### src/rtl/i2carb_pkg.sv
package i2carb_pkg;

    typedef enum logic [2:0] {
        ST_IDLE,
        ST_OWN,
        ST_START,
        ST_RSTART,
        ST_WRITE,
        ST_ACK,
        ST_STOP
    } phase_e;

    localparam int PEND_W      = 4;
    localparam int PEND_START  = 0;
    localparam int PEND_RSTART = 1;
    localparam int PEND_STOP   = 2;
    localparam int PEND_ACK    = 3;

    typedef struct packed {
        logic scl_low;
        logic sda_low;
        logic check;
    } drive_t;

    // Line drive and expected-high check for one quarter of a bit slot.
    function automatic drive_t quarter_drive(phase_e ph, logic [1:0] q, logic b);
        drive_t d;
        d = '{scl_low: 1'b0, sda_low: 1'b0, check: 1'b0};
        case (ph)
            ST_OWN: d = '{1'b1, 1'b0, 1'b0};
            ST_START: begin
                case (q)
                    2'd0, 2'd1: d = '{1'b0, 1'b0, 1'b1};
                    2'd2:       d = '{1'b0, 1'b1, 1'b0};
                    default:    d = '{1'b1, 1'b1, 1'b0};
                endcase
            end
            ST_RSTART: begin
                case (q)
                    2'd0:    d = '{1'b1, 1'b0, 1'b0};
                    2'd1:    d = '{1'b0, 1'b0, 1'b1};
                    2'd2:    d = '{1'b0, 1'b1, 1'b0};
                    default: d = '{1'b1, 1'b1, 1'b0};
                endcase
            end
            ST_WRITE, ST_ACK: begin
                case (q)
                    2'd0:    d = '{1'b1, ~b, 1'b0};
                    2'd1:    d = '{1'b0, ~b, 1'b0};
                    2'd2:    d = '{1'b0, ~b, b};
                    default: d = '{1'b1, ~b, 1'b0};
                endcase
            end
            ST_STOP: begin
                case (q)
                    2'd0:    d = '{1'b1, 1'b1, 1'b0};
                    2'd1:    d = '{1'b0, 1'b1, 1'b0};
                    2'd2:    d = '{1'b0, 1'b0, 1'b0};
                    default: d = '{1'b0, 1'b0, 1'b1};
                endcase
            end
            default: d = '{1'b0, 1'b0, 1'b0};
        endcase
        return d;
    endfunction

endpackage

### src/rtl/i2carb_sync.sv
module i2carb_sync #(
    parameter int WIDTH  = 2,
    parameter int STAGES = 2
) (
    input  logic             clk,
    input  logic             rst,
    input  logic [WIDTH-1:0] d,
    output logic [WIDTH-1:0] q
);
    for (genvar i = 0; i < WIDTH; i++) begin : g_line
        logic [STAGES-1:0] sh;
        always_ff @(posedge clk) begin
            if (rst) sh <= '1;
            else     sh <= {sh[STAGES-2:0], d[i]};
        end
        assign q[i] = sh[STAGES-1];
    end
endmodule

### src/rtl/i2carb_busmon.sv
module i2carb_busmon (
    input  logic clk,
    input  logic rst,
    input  logic scl_s,
    input  logic sda_s,
    output logic start_seen,
    output logic stop_seen,
    output logic bus_free
);
    logic scl_p, sda_p;
    logic start_ev, stop_ev;

    assign start_ev = scl_s && scl_p && sda_p && !sda_s;
    assign stop_ev  = scl_s && scl_p && !sda_p && sda_s;

    always_ff @(posedge clk) begin
        if (rst) begin
            scl_p      <= 1'b1;
            sda_p      <= 1'b1;
            start_seen <= 1'b0;
            stop_seen  <= 1'b0;
        end else begin
            scl_p <= scl_s;
            sda_p <= sda_s;
            if (start_ev) begin
                start_seen <= 1'b1;
                stop_seen  <= 1'b0;
            end else if (stop_ev) begin
                start_seen <= 1'b0;
                stop_seen  <= 1'b1;
            end
        end
    end

    assign bus_free = stop_seen || !start_seen;

    AST_SEEN_EXCL: assert property (@(posedge clk) disable iff (rst)
        !(start_seen && stop_seen));
    AST_FREE_AFTER_STOP: assert property (@(posedge clk) disable iff (rst)
        stop_ev |=> bus_free);
    AST_BUSY_AFTER_START: assert property (@(posedge clk) disable iff (rst)
        start_ev |=> !bus_free);
endmodule

### src/rtl/i2carb_seq.sv
module i2carb_seq
    import i2carb_pkg::*;
#(
    parameter int QUARTER     = 8,
    parameter int DATA_W      = 8,
    parameter int SYNC_STAGES = 2
) (
    input  logic              clk,
    input  logic              rst,
    input  logic              req_start,
    input  logic              req_rstart,
    input  logic              req_write,
    input  logic              req_ack,
    input  logic              req_stop,
    input  logic [DATA_W-1:0] wdata,
    input  logic              ack_lvl,
    input  logic              coll_clr,
    input  logic              scl_s,
    input  logic              sda_s,
    input  logic              bus_free,
    output logic              scl_oe,
    output logic              sda_oe,
    output logic              coll_flag,
    output logic              irq,
    output logic              tx_full,
    output logic [PEND_W-1:0] pend,
    output logic              rx_ack
);
    localparam int CW = (QUARTER > 1) ? $clog2(QUARTER) : 1;
    localparam int BW = $clog2(DATA_W + 2);
    localparam int SW = DATA_W + 1;

    phase_e        st;
    logic [CW-1:0] qcnt;
    logic [1:0]    quarter;
    logic [BW-1:0] bitn;
    logic [SW-1:0] shreg;

    drive_t        drv;
    logic          active;
    logic          quarter_end;
    logic          slot_end;
    logic          op_end;
    logic [BW-1:0] last_idx;
    logic          chk_ok;
    logic          collision;

    assign drv         = quarter_drive(st, quarter, shreg[SW-1]);
    assign active      = (st != ST_IDLE) && (st != ST_OWN);
    assign quarter_end = (qcnt == CW'(QUARTER - 1));
    assign slot_end    = quarter_end && (quarter == 2'd3);
    assign last_idx    = (st == ST_WRITE) ? BW'(DATA_W) : '0;
    assign op_end      = slot_end && (bitn == last_idx);
    assign chk_ok      = !((st == ST_WRITE) && (bitn == BW'(DATA_W)));
    assign collision   = active && drv.check && chk_ok &&
                         (qcnt >= CW'(SYNC_STAGES)) && scl_s && !sda_s;

    assign scl_oe = drv.scl_low;
    assign sda_oe = drv.sda_low;

    always_ff @(posedge clk) begin
        if (rst) begin
            st        <= ST_IDLE;
            qcnt      <= '0;
            quarter   <= '0;
            bitn      <= '0;
            shreg     <= '1;
            coll_flag <= 1'b0;
            irq       <= 1'b0;
            tx_full   <= 1'b0;
            pend      <= '0;
            rx_ack    <= 1'b1;
        end else begin
            irq <= 1'b0;
            if (coll_clr) coll_flag <= 1'b0;
            case (st)
                ST_IDLE: begin
                    if (req_start && !coll_flag && bus_free) begin
                        st               <= ST_START;
                        pend[PEND_START] <= 1'b1;
                        qcnt             <= '0;
                        quarter          <= '0;
                        bitn             <= '0;
                    end
                end
                ST_OWN: begin
                    qcnt    <= '0;
                    quarter <= '0;
                    bitn    <= '0;
                    if (req_rstart) begin
                        st                <= ST_RSTART;
                        pend[PEND_RSTART] <= 1'b1;
                    end else if (req_write) begin
                        st      <= ST_WRITE;
                        tx_full <= 1'b1;
                        shreg   <= {wdata, 1'b1};
                    end else if (req_ack) begin
                        st             <= ST_ACK;
                        pend[PEND_ACK] <= 1'b1;
                        shreg          <= {ack_lvl, {DATA_W{1'b1}}};
                    end else if (req_stop) begin
                        st              <= ST_STOP;
                        pend[PEND_STOP] <= 1'b1;
                    end
                end
                default: begin
                    if (collision) begin
                        st        <= ST_IDLE;
                        coll_flag <= 1'b1;
                        irq       <= 1'b1;
                        pend      <= '0;
                        tx_full   <= 1'b0;
                    end else begin
                        qcnt <= quarter_end ? '0 : qcnt + 1'b1;
                        if (quarter_end) quarter <= quarter + 2'd1;
                        if ((st == ST_WRITE) && (bitn == BW'(DATA_W)) &&
                            (quarter == 2'd2) && quarter_end)
                            rx_ack <= sda_s;
                        if (slot_end) begin
                            bitn  <= bitn + 1'b1;
                            shreg <= {shreg[SW-2:0], 1'b1};
                        end
                        if (op_end) begin
                            irq     <= 1'b1;
                            pend    <= '0;
                            tx_full <= 1'b0;
                            st      <= (st == ST_STOP) ? ST_IDLE : ST_OWN;
                        end
                    end
                end
            endcase
        end
    end

    AST_COLL_RELEASE: assert property (@(posedge clk) disable iff (rst)
        collision |=> (!scl_oe && !sda_oe && coll_flag));
    AST_COLL_IRQ: assert property (@(posedge clk) disable iff (rst)
        collision |=> irq);
    AST_COLL_TXFULL: assert property (@(posedge clk) disable iff (rst)
        (collision && st == ST_WRITE) |=> !tx_full);
    AST_COLL_PEND: assert property (@(posedge clk) disable iff (rst)
        collision |=> (pend == '0));
    AST_COLL_STICKY: assert property (@(posedge clk) disable iff (rst)
        (coll_flag && !coll_clr) |=> coll_flag);
    AST_NO_START_LOCKED: assert property (@(posedge clk) disable iff (rst)
        (st == ST_IDLE && coll_flag) |=> (!scl_oe && !sda_oe));
    AST_IRQ_PULSE: assert property (@(posedge clk) disable iff (rst)
        irq |=> !irq);
    AST_PEND_ONEHOT: assert property (@(posedge clk) disable iff (rst)
        $onehot0(pend));
endmodule

### src/rtl/i2c_arb_master.sv
module i2c_arb_master
    import i2carb_pkg::*;
#(
    parameter int QUARTER     = 8,
    parameter int SYNC_STAGES = 2
) (
    input  logic       clk,
    input  logic       rst,
    input  logic       cmd_start,
    input  logic       cmd_rstart,
    input  logic       cmd_write,
    input  logic       cmd_ack,
    input  logic       cmd_stop,
    input  logic [7:0] tx_byte,
    input  logic       ack_level,
    input  logic       coll_clear,
    input  logic       scl_in,
    input  logic       sda_in,
    output logic       scl_oe,
    output logic       sda_oe,
    output logic       coll_flag,
    output logic       irq,
    output logic       tx_full,
    output logic [3:0] cond_pend,
    output logic       rx_ack,
    output logic       start_seen,
    output logic       stop_seen,
    output logic       bus_free
);
    logic scl_s, sda_s;

    initial begin
        AST_QUARTER_LEN: assert (QUARTER > SYNC_STAGES + 1);
    end

    i2carb_sync #(.WIDTH(2), .STAGES(SYNC_STAGES)) u_sync (
        .clk (clk),
        .rst (rst),
        .d   ({scl_in, sda_in}),
        .q   ({scl_s, sda_s})
    );

    i2carb_busmon u_mon (
        .clk        (clk),
        .rst        (rst),
        .scl_s      (scl_s),
        .sda_s      (sda_s),
        .start_seen (start_seen),
        .stop_seen  (stop_seen),
        .bus_free   (bus_free)
    );

    i2carb_seq #(
        .QUARTER     (QUARTER),
        .DATA_W      (8),
        .SYNC_STAGES (SYNC_STAGES)
    ) u_seq (
        .clk        (clk),
        .rst        (rst),
        .req_start  (cmd_start),
        .req_rstart (cmd_rstart),
        .req_write  (cmd_write),
        .req_ack    (cmd_ack),
        .req_stop   (cmd_stop),
        .wdata      (tx_byte),
        .ack_lvl    (ack_level),
        .coll_clr   (coll_clear),
        .scl_s      (scl_s),
        .sda_s      (sda_s),
        .bus_free   (bus_free),
        .scl_oe     (scl_oe),
        .sda_oe     (sda_oe),
        .coll_flag  (coll_flag),
        .irq        (irq),
        .tx_full    (tx_full),
        .pend       (cond_pend),
        .rx_ack     (rx_ack)
    );
endmodule

### config.mk
export PLATFORM = sky130hd
export DESIGN_NAME = i2c_arb_master
export DESIGN_NICKNAME = d
export VERILOG_FILES = /design/src/rtl/i2carb_pkg.sv /design/src/rtl/i2carb_sync.sv /design/src/rtl/i2carb_busmon.sv /design/src/rtl/i2carb_seq.sv /design/src/rtl/i2c_arb_master.sv
export SDC_FILE = /design/constraint.sdc
export NUM_CORES = 1
export LEC_CHECK = 0
export BUFFER_PORTS_ARGS = -buffer_cell sky130_fd_sc_hd__buf_2
export CAP_MARGIN = 20
export CORE_MARGIN = 1.5
export CORE_UTILIZATION = 54
export DETAILED_ROUTE_END_ITERATION = 7
export GPL_ROUTABILITY_DRIVEN = 0
export PLACE_DENSITY = 0.77
export SYNTH_ARGS = -nofsm -noshare
export SYNTH_HDL_FRONTEND = slang
export SYNTH_HIERARCHICAL = 1
export SYNTH_SLANG_ARGS = --single-unit
export TNS_END_PERCENT = 10
### constraint.sdc
create_clock -name clk -period 2.92 [get_ports clk]
set_clock_uncertainty 0.2 [all_clocks]
set_input_delay 0.146 -clock clk [delete_from_list [all_inputs] [get_ports clk]]
set_output_delay 0.146 -clock clk [all_outputs]
set_load 0.01 [all_outputs]
After elaboration in Yosys (flattened, before gate mapping) --
Index checks and enable logic that the tools add are counted.
Storage, ports and cells: register bits 37, input port bits 19, output and inout port bits 13, word-level logic and storage cells 159
Operators by class: add/subtract/negate cells 3, $lt $le $gt $ge 1, eq/ne operators 25, mux-type cells 56, bitwise gates (word level) 5, reductions and logical operators 50
Operator list (number):
- 9-bit two-way mux | 5
- 3-bit two-way mux | 10
- 3-bit one-hot mux with 2 select lines | 5
- 4-bit two-way mux | 6
- 1-bit logical AND | 18
- 3-bit one-hot mux with 3 select lines | 2
- 9-bit one-hot mux with 2 select lines | 1
- 3-bit AND reduction | 6
- 1-bit two-way mux | 17
- 2-bit != test, second input constant | 8
- 3-bit one-hot mux with 5 select lines | 1
- 3-bit nonzero test | 5
- 3-bit equality test, second input constant | 4
- 2-bit two-way mux | 5
- 5-bit AND reduction | 2
- 4-bit one-hot mux with 2 select lines | 1
- 2-bit OR reduction | 4
- 3-bit by 2-bit equality test with 1-bit output, second input constant | 2
- 3-bit != test, second input constant | 2
- 6-bit AND reduction | 1
- 1-bit logical NOT | 5
- 5-bit != test, second input constant | 1
- 1-bit inverter | 5
- 4-bit by 1-bit adder with 4-bit output, second input constant | 1
- other kinds (20) | 23

Longest topological paths before layout --
depth after elaboration 11, gate-level depth with buffers 9, depth with buffers taken out 8

Cells and area by module --
Netlist, hierarchy kept.
By module, submodules not included:
- i2carb_seq | times used 1, cells each 205, area an instance 1680.4 um^2, sequential area each 560.5 um^2
- i2carb_busmon | times used 1, cells each 16, area an instance 177.7 um^2, sequential area each 80.1 um^2
- i2carb_sync | times used 1, cells each 10, area an instance 120.1 um^2, sequential area each 80.1 um^2

Worst setup path before layout --
OpenSTA, ideal clock, no wires.
kind register to register, start reg u_seq.quarter[0], end reg u_seq.shreg[6], library setup time 120 ps, data arrival time 1923 ps, data required time 2600 ps, setup slack 678 ps, stages on the path, launching flop included 8, period minus slack after synthesis 2242 ps, cell sequence dfxtp_1 -> ha_1 -> or4_1 -> a31o_2 -> o21ai_4 -> buf_4 -> nor2_1 -> a211o_1
Between the ends: word-level cells in the longest chain between the ends 11, elaborated cells on any way between the ends 19, those cells by class 4 x eq/ne; 5 x mux; 10 x reduce/logical
Ends and longest elaborated chain:
- from (decl) | RTL line i2carb_seq.sv:35 | logic [1:0] quarter;
- from (signal assigned) | RTL line i2carb_seq.sv:115 | if (quarter_end) quarter <= quarter + 2'd1;
- 2-bit by 1-bit equality test with 1-bit output or 2-bit logical NOT (tied branches)
- 2-bit OR reduction | RTL line i2carb_pkg.sv:32 | case (q)
- 3-bit one-hot mux with 2 select lines | RTL line i2carb_pkg.sv:32
- 3-bit one-hot mux with 5 select lines | RTL line i2carb_pkg.sv:29 | case (ph)
- 1-bit logical AND (3 in a row) | RTL line i2carb_seq.sv:55 | assign collision = active && drv.check && chk_ok &&
- 1-bit logical AND (2 in a row) | RTL line i2carb_seq.sv:56 | (qcnt >= CW'(SYNC_STAGES)) && scl_s && !sda_s;
- 2-bit != test (no line)
- 5-bit AND reduction (no line) (*)
- to (signal assigned) | RTL line i2carb_seq.sv:96 | shreg <= {wdata, 1'b1};
- to (signal assigned) | RTL line i2carb_seq.sv:100 | shreg <= {ack_lvl, {DATA_W{1'b1}}};
- to (signal assigned) | RTL line i2carb_seq.sv:121 | shreg <= {shreg[SW-2:0], 1'b1};
- to (decl) | RTL line i2carb_seq.sv:37 | logic [SW-1:0] shreg;
Mark *: on every way between the ends. The rest lies on a longest branch, timed or not. A chain may end at the register's enable or synchronous reset.

Final worst setup path --
start reg u_seq.st[1], end reg u_seq.pend[3]
Between the ends: word-level cells in the longest chain between the ends 10, elaborated cells on any way between the ends 30, those cells by class 11 x eq/ne; 4 x mux; 1 x bitwise; 14 x reduce/logical
Ends and longest elaborated chain:
- from (decl) | RTL line i2carb_seq.sv:33 | phase_e st;
- from (signal assigned) | RTL line i2carb_seq.sv:127 | st <= (st == ST_STOP) ? ST_IDLE : ST_OWN;
- 3-bit equality test, on equally long branches | RTL line i2carb_pkg.sv:29, i2carb_seq.sv:52, i2carb_seq.sv:54
- 2-bit OR reduction | RTL line i2carb_pkg.sv:29
- 3-bit one-hot mux with 5 select lines | RTL line i2carb_pkg.sv:29
- 1-bit logical AND (3 in a row) | RTL line i2carb_seq.sv:55
- 1-bit logical AND (2 in a row) | RTL line i2carb_seq.sv:56
- 3-bit nonzero test (no line) or 4-bit two-way mux (tied branches)
- 5-bit AND reduction (no line) or 3-bit one-hot mux with 2 select lines (tied branches)
- to (signal assigned) | RTL line i2carb_seq.sv:71 | pend <= '0;
- to (signal, indexed assignment) | RTL line i2carb_seq.sv:80 | pend[PEND_START] <= 1'b1;
- to (signal, indexed assignment) | RTL line i2carb_seq.sv:92 | pend[PEND_RSTART] <= 1'b1;
- to (decl) | RTL line i2carb_seq.sv:26 | output logic [PEND_W-1:0] pend,
Parallel ways exist; a longest one is shown, timed or not.

==> results.json <==
{
  "outcome": "finished, final reports clean",
  "wl_met3_um": 252,
  "worstPathRequired_ns": 2.92,
  "setup_tns_ns": 0,
  "synthCells": 231,
  "ys_seq_elements": 36,
  "hold_class": "input pin to register",
  "syn_nets": 260,
  "first_iter_violations": 165,
  "critical_path.startpoint_type": "register",
  "powerDensity_nw_per_um2": 620,
  "drc": 0,
  "setup_ws_ns": 0.303,
  "wl_um": 4400,
  "htreeDepth": 2,
  "tightest_slew_ns": 0.701,
  "path_delay_family": "simple AND/OR/NAND/NOR gates",
  "hold_viol": 0,
  "dp_hpwl_um": 3020,
  "yosys-top-cells-area": "dfxtp_1, ha_1, o21ai_0",
  "rows": 21,
  "max-cap-violations": 0,
  "ctsResizeCount": 0,
  "antenna_found_initial": 0,
  "cts_max_path_buffers": 2,
  "cts_root_buf": "clkbuf_4",
  "wl_met1_um": 2130,
  "ant_nets": 0,
  "clk_pin_slew_ns": 0.11,
  "yosys.area.top_type": "dfxtp_1",
  "synth_common_cells": "dfxtp_1, nor2_1, o21ai_0",
  "arrival_ns": 2.62,
  "avgSynthCellArea_um2": 8.56,
  "dpl_cell_area_um2": 2130,
  "final_nets": 290,
  "maxSlewViolCount": 0,
  "cts_made_buffers": 5,
  "crit_type": "register to register",
  "end_kind": "register",
  "pin_count": 32,
  "io_buffers": 31,
  "utilization_pct": 65.9,
  "vias": 1800,
  "power.leakage_nw": 0.865,
  "finalSetupViolations": 0,
  "clock.fmax_ghz": 0.382,
  "rsz0062_at_grt": "false",
  "antenna_cells": 0,
  "dr.max_layer_used": "met4",
  "slowest_stage": "dfxtp_1",
  "syn_to_final_growth_pct": 13.9,
  "netlist.area_leader.share_pct": 36.4,
  "routedWlPerCell_um": 14.3,
  "synth_ff_type": "dfxtp_1",
  "initial_core_util_pct": 57.9,
  "finalInstanceArea_um2": 2250,
  "clock_sinks": 36,
  "fillers": 306,
  "via_per_inst": 5.84,
  "yosys_warnings": 6,
  "drt-pass1-iter-count": 4,
  "power_mw": 1.40,
  "critPathMaxStageDelay_ns": 0.62,
  "grt_usage_pct": 24.2,
  "grt_pass1_vias": 1630,
  "gr-total-overflow": 0,
  "fp.dieW_um": 63.5,
  "ys_async_sr_fraction_pct": 0,
  "slew_headroom_pct": 53.3,
  "critPathBufInv": 0,
  "drive_gt1_share_pct": 19.5,
  "worstPathCellList": "nor2_1, or4b_1, a31o_2, or2_1, a21oi_4, a211oi_1",
  "pre_cts_slack_ns": 0.326,
  "ir_drop_mv": 0.390,
  "synth_cell_types": 50,
  "dieArea_um2": 4040,
  "die_y_um": 63.5,
  "synth_edf_count": 0,
  "cts_tree": "yes",
  "period_share_pct": 89.6,
  "worstPathMaxFanout": 14,
  "fin_crit_ns": 2.62,
  "coreArea_um2": 3420,
  "yosysMostFrequentCell": "dfxtp_1",
  "clk_latency_ns": 0.34,
  "grt_start_max_net_pins": 45,
  "synth-seq-area-share_pct": 36.4,
  "grt_first_pass_wirelength_um": 7720,
  "netlist_area_um2": 1980,
  "wl_met2_um": 1960
}
sequential cells by signal, summed over array words and instances (netlist names):
name and cells:
u_mon/sda_p 1, u_seq/rx_ack 1, u_mon/start_seen 1, u_seq/quarter 2, u_mon/stop_seen 1, u_seq/tx_full 1, u_seq/coll_flag 1, u_seq/shreg 8
u_seq/st 3, u_seq/qcnt 3, u_seq/irq 1, u_mon/scl_p 1, u_seq/bitn 4, u_seq/pend 4, u_sync/g_line.sh 4
metrics by stage:
| step | hold WS (ns) | std cells |
|---|---|---|
| global placement | 0.125 | 294 |
| finish | 0.0154 | 308 |
| CTS | 0.0116 | 308 |
| global route | 0.0512 | 308 |
| floorplan | 0.00933 | 231 |
| detailed placement | 0.131 | 294 |
per-layer routing:
layer | vias up | global-route usage [%]
met5 | - | 0
met4 | 0 | 6.52
met3 | 5 | 5.71
met2 | 51 | 36.7
met1 | 841 | 34.3
li1 | 903 | -
what timing repair did:
item | CTS | global route
setup buffers | 0 | 0
endpoints found under the hold margin | 6 | 0
hold buffers | 6 | 0
cell usage in the layout, fill, tap and decap left out, types with 4 or more instances in the layout:
| cell | count |
|---|---|
| dfxtp_1 | 36 |
| buf_2 | 31 |
| nor2_1 | 17 |
| o21ai_0 | 16 |
| nor3_1 | 12 |
| a21oi_1 | 12 |
| inv_1 | 10 |
| ha_1 | 10 |
| nand2b_1 | 8 |
| a211o_1 | 8 |
| a31oi_1 | 7 |
| nand3_1 | 7 |
| nand3b_1 | 7 |
| dlygate4sd3_1 | 6 |
| nand2_1 | 6 |
| clkbuf_4 | 5 |
| or2_1 | 5 |
| o32ai_1 | 4 |
path summary, 6_finish.rpt:
kind / start / to / slack, ns / cells past startpoint
worst max register to register: u_seq/st[1]$_SDFFE_PP0P_ / u_seq/pend[3]$_SDFFE_PP0P_ / 0.30 / 6
worst max-delay path: u_seq/st[1]$_SDFFE_PP0P_ / u_seq/pend[3]$_SDFFE_PP0P_ / 0.30 / 6
worst min-delay path: cmd_write / u_seq/tx_full$_SDFFE_PP0P_ / 0.02 / 3
worst min register to register: u_sync/g_line[1].sh[0]$_SDFF_PP1_ / u_sync/g_line[1].sh[1]$_SDFF_PP1_ / 0.22 / 1
tightest hold or removal path, stage by stage:
cell,delay (ns)
buf_2,0.18
a21oi_1,0.15
nor3_1,0.05
layout make-up:
type | instances | area [um^2] | share of cell area (%)
Timing Repair Buffer | 39 | 230 | 10.2
Sequential cell | 36 | 721 | 32.0
Inverter | 10 | 37.5 | 1.67
Clock buffer | 6 | 51.3 | 2.28
Tap cell | 46 | 57.6 | 2.56
Multi-Input combinational cell | 169 | 1140 | 50.8
Clock inverter | 2 | 10.0 | 0.444
power breakdown:
| part | internal, mW | switching [mW] |
|---|---|---|
| clock | 0.115 | 0.166 |
| combinational | 0.192 | 0.291 |
| sequential | 0.551 | 0.0810 |
| total | 0.858 | 0.538 |
logic make-up (layout without fill, tap and decap cells):
kind of cell	after synthesis	count (layout)	synth area share, %
simple gates	89	89	25.9
compound gates	67	67	24.2
flops	36	36	36.4
buf+inv	26	57	5.69
fa+ha+maj	10	10	6.33
mux	2	2	1.01
xor+xnor	1	1	0.443
Power figures use the tool's default switching activity.
